**src/rtl/merged_cw_lookup.sv**
```systemverilog
module merged_cw_lookup #(
  parameter int WIN_W   = 6,
  parameter int SEL_W   = 2,
  parameter int TABLES  = 3,
  parameter int N_COM   = 6,
  parameter int N_PRIV  = 2,
  parameter int LEN_W   = 3,
  parameter int IDX_W   = 3
) (
  input  logic [WIN_W-1:0]       win_i,
  input  logic [SEL_W-1:0]       tsel_i,
  output logic [LEN_W-1:0]       len_o,
  output logic [IDX_W-1:0]       idx_o,
  output logic [SEL_W+IDX_W-1:0] code_o,
  output logic                   hit_o
);
  localparam int CODE_W = SEL_W + IDX_W;

  function automatic logic [WIN_W-1:0] len_mask(input int len);
    logic [WIN_W-1:0] ones;
    ones = '1;
    return ones << (WIN_W - len);
  endfunction

  function automatic int com_len(input int e);
    case (e)
      0, 1:    return 3;
      2, 3:    return 4;
      default: return 5;
    endcase
  endfunction

  function automatic logic [WIN_W-1:0] com_pat(input int e);
    case (e)
      0:       return WIN_W'(6'b111000);
      1:       return WIN_W'(6'b110000);
      2:       return WIN_W'(6'b010100);
      3:       return WIN_W'(6'b010000);
      4:       return WIN_W'(6'b000110);
      default: return WIN_W'(6'b000100);
    endcase
  endfunction

  function automatic int priv_len(input int t, input int e);
    case (t)
      0:       return 6;
      1:       return (e == 0) ? 5 : 6;
      default: return 5;
    endcase
  endfunction

  function automatic logic [WIN_W-1:0] priv_pat(input int t, input int e);
    case (t)
      0:       return (e == 0) ? WIN_W'(6'b000011) : WIN_W'(6'b000001);
      1:       return (e == 0) ? WIN_W'(6'b000010) : WIN_W'(6'b000000);
      default: return (e == 0) ? WIN_W'(6'b000000) : WIN_W'(6'b000010);
    endcase
  endfunction

  logic              legal;
  logic [N_COM-1:0]  com_hit;
  logic [N_PRIV-1:0] priv_hit [TABLES];

  assign legal = (int'(tsel_i) < TABLES);

  genvar e, t;
  generate
    for (e = 0; e < N_COM; e++) begin : g_com
      localparam logic [WIN_W-1:0] M = len_mask(com_len(e));
      assign com_hit[e] = ((win_i & M) == (com_pat(e) & M));
    end
    for (t = 0; t < TABLES; t++) begin : g_tab
      for (e = 0; e < N_PRIV; e++) begin : g_ent
        localparam logic [WIN_W-1:0] M = len_mask(priv_len(t, e));
        assign priv_hit[t][e] = ((win_i & M) == (priv_pat(t, e) & M));
      end
    end
  endgenerate

  always_comb begin
    hit_o = 1'b0;
    len_o = '0;
    idx_o = '0;
    if (legal) begin
      for (int i = 0; i < N_COM; i++) begin
        if (com_hit[i]) begin
          hit_o = 1'b1;
          len_o = LEN_W'(com_len(i));
          idx_o = IDX_W'(i);
        end
      end
      for (int k = 0; k < TABLES; k++) begin
        if (int'(tsel_i) == k) begin
          for (int j = 0; j < N_PRIV; j++) begin
            if (priv_hit[k][j]) begin
              hit_o = 1'b1;
              len_o = LEN_W'(priv_len(k, j));
              idx_o = IDX_W'(N_COM + j);
            end
          end
        end
      end
    end
  end

  assign code_o = hit_o ? {tsel_i, idx_o} : CODE_W'(0);
endmodule


```
**config.mk**
```make
export PLATFORM = sky130hd
export DESIGN_NAME = merged_cw_lookup
export DESIGN_NICKNAME = d
export VERILOG_FILES = /design/src/rtl/merged_cw_lookup.sv
export SDC_FILE = /design/constraint.sdc
export NUM_CORES = 1
export LEC_CHECK = 0
export ABC_CLOCK_PERIOD_IN_PS = 3600
export BUFFER_PORTS_ARGS = -buffer_cell sky130_fd_sc_hd__buf_2
export CAP_MARGIN = 20
export CORE_AREA = 2 2 39 41
export DETAILED_ROUTE_END_ITERATION = 6
export DIE_AREA = 0 0 41 43
export MAX_ROUTING_LAYER = met4
export PLACE_DENSITY_LB_ADDON = 0.2
export SYNTH_ARGS = -nofsm -noshare
export SYNTH_HDL_FRONTEND = slang
export SYNTH_SLANG_ARGS = --single-unit
export TNS_END_PERCENT = 100
```
**constraint.sdc**
```tcl
create_clock -name vclk -period 3.6
set_input_delay 0.72 -clock vclk [all_inputs]
set_output_delay 0.72 -clock vclk [all_outputs]
set_load 0.05 [all_outputs]
```
==> flow_metrics.py <==
metrics = {
    "global_routing": {
        "grt_max_degree": 14,
        "antenna_found_initial": 0,
        "grt_pass1_vias": 328,
        "track_usage_pct": 9.724,
        "grt_pass1_wl_um": 1290,
        "overflow": 0,
    },
    "worst_hold_path": {
        "hold_start": "win_i[3]",
        "min-delay-path-class": "in -> out",
    },
    "final_layout": {
        "nClkBuffers": 0,
        "area_growth_pct": 33.20,
        "seq_cells": 0,
        "postLayoutCoreUtil_pct": 29.39,
        "final_common_cell": "buf_2",
        "multi_input_area_um2": 271.5,
        "layout_common_cells": "buf_2, nor2_1, a21oi_1",
        "drive_gt1_share_pct": 39.68,
        "regArea_um2": 0,
        "n_antenna_cell": 0,
        "fill_cells": 172,
        "fin_nets": 73,
    },
    "detailed_routing": {
        "viasPerCell": 5.203,
        "wl_per_cell_um": 10.51,
        "vias": 411,
        "antenna_left": 0,
        "drt_iter0_drc": 11,
        "wirelength_um": 830,
        "route.detailed.drc": 0,
        "first_pass_iters": 4,
    },
    "synth": {
        "synthAdderAreaFrac_pct": 0,
        "synth-compound-area-share_pct": 55.33,
        "ys_types": 27,
        "yosysSeqAreaShare_pct": 0,
        "synthCells": 46,
        "ys_warn_count": 0,
        "mappedNetlistArea_um2": 305.3,
        "avgSynthCellArea_um2": 6.637,
        "synth_xor_area_share_pct": 2.869,
        "synthMuxAreaShare_pct": 3.279,
        "synth_top_family_by_area": "compound AO/OA/AOI/OAI gates",
        "synthesis.nets": 54,
        "synth_simple_gate_area_share_pct": 27.05,
    },
    "timing": {
        "slew_violations": 0,
        "hold_viol_final": 0,
        "max_freq_ghz": 0.3465,
        "setup_violations": 0,
        "rsz0062_at_grt": "false",
        "period_needed_ps": 2886,
        "fin_ws_ps": 714.4,
        "slew_headroom_pct": 72.82,
        "fin_crit_sh_pct": 80.16,
        "tightest_slew_ps": 404.4,
        "setup_tns_ps": 0,
    },
    "worst_setup_path": {
        "critical_path_class": "in -> out",
        "cp_max_fo": 5,
        "end_kind": "primary output",
        "cp-start-kind": "primary input",
        "crit_required_ps": 2880,
        "cp_data_arrival_time_ps": 2170,
        "crit_start": "win_i[2]",
    },
    "floorplan": {
        "row_count": 14,
        "dieArea_mm2": 0.001763,
        "fp.dieH_um": 43,
        "core-area_mm2": 0.001384,
        "die_width_um": 41,
        "ios": 20,
        "start_util_pct": 22.06,
    },
    "power": {
        "power_leakage_nw": 0.1951,
        "max-vdd-ir-drop_uv": 40.44,
        "powerDensity_mw_per_mm2": 185.5,
    },
    "flow_run": {
        "drv_cap": 0,
    },
    "placement": {
        "dp_hpwl_um": 676.5,
        "post-place-ws_ps": 716.5,
        "gp_congestion": 0.7515,
        "port_buffers": 20,
    },
    "clock_tree": {
        "ctsResizeCount": 0,
        "cts_hold_buf": 0,
        "cts_setup_buffers": 0,
    },
    "status": {
        "status": "finished clean",
    },
}
-- worst max-delay path, stage by stage --
cell and delay [ps]:
buf_2 120, nor4_2 430, o31ai_1 190, a2bb2oi_1 230
a211oi_2 190, buf_2 280
-- worst paths after layout --
| path | endpoint | cells after the start |
|---|---|---|
| max | code_o[4] | 6 |
| min | code_o[3] | 3 |
-- cell type report --
type,instances,area share (%)
inverter,4,3.692
tap,16,4.923
multi-input combinational,39,66.77
timing repair buffer,20,24.62
-- kinds of logic after synthesis --
kind of cell | count (synthesis)
simple gates | 14
mux | 1
xor+xnor | 1
compound gates | 23
buf+inv | 7
-- synth_stat cells, types with 2 or more instances --
| cell | instances | area (µm²) |
|---|---|---|
| nor2b_1 | 2 | 12.51 |
| a22oi_1 | 2 | 15.01 |
| a22o_1 | 2 | 17.52 |
| o21ai_0 | 2 | 10.01 |
| inv_1 | 4 | 15.01 |
| a21oi_1 | 6 | 30.03 |
| nand2_1 | 2 | 7.510 |
| o21a_1 | 2 | 15.01 |
| nor2_1 | 6 | 22.52 |
-- through the flow --
stage | total power, W | cell area (µm²) | cells | hold WS [ps]
4_1_cts | 0.00007585 | 406.6 | 79 | 1875
2_1_floorplan | 0.00005803 | 306.5 | 46 | 1733
5_1_grt | 0.00008135 | 406.6 | 79 | 1900
6_report | 0.00007544 | 406.6 | 79 | 1867
3_3_place_gp | 0.00007635 | 406.6 | 79 | 1878
3_5_place_dp | 0.00007568 | 406.6 | 79 | 1874
-- power breakdown --
part           internal (W)  total (W)  switching, W
clock network             0          0             0
registers                 0          0             0
logic             0.0000211  0.0000754     0.0000543
-- routing by layer --
layer  GRT usage, %  up-vias  part of all wire, %
li1               -      211                    -
met1          14.24      185                   49
met2          15.63       15                   44
met3              0        0                  7.0
met4              0        0                    0
met5              -        -                    0
No activity file was read; power rests on OpenSTA's default activity.
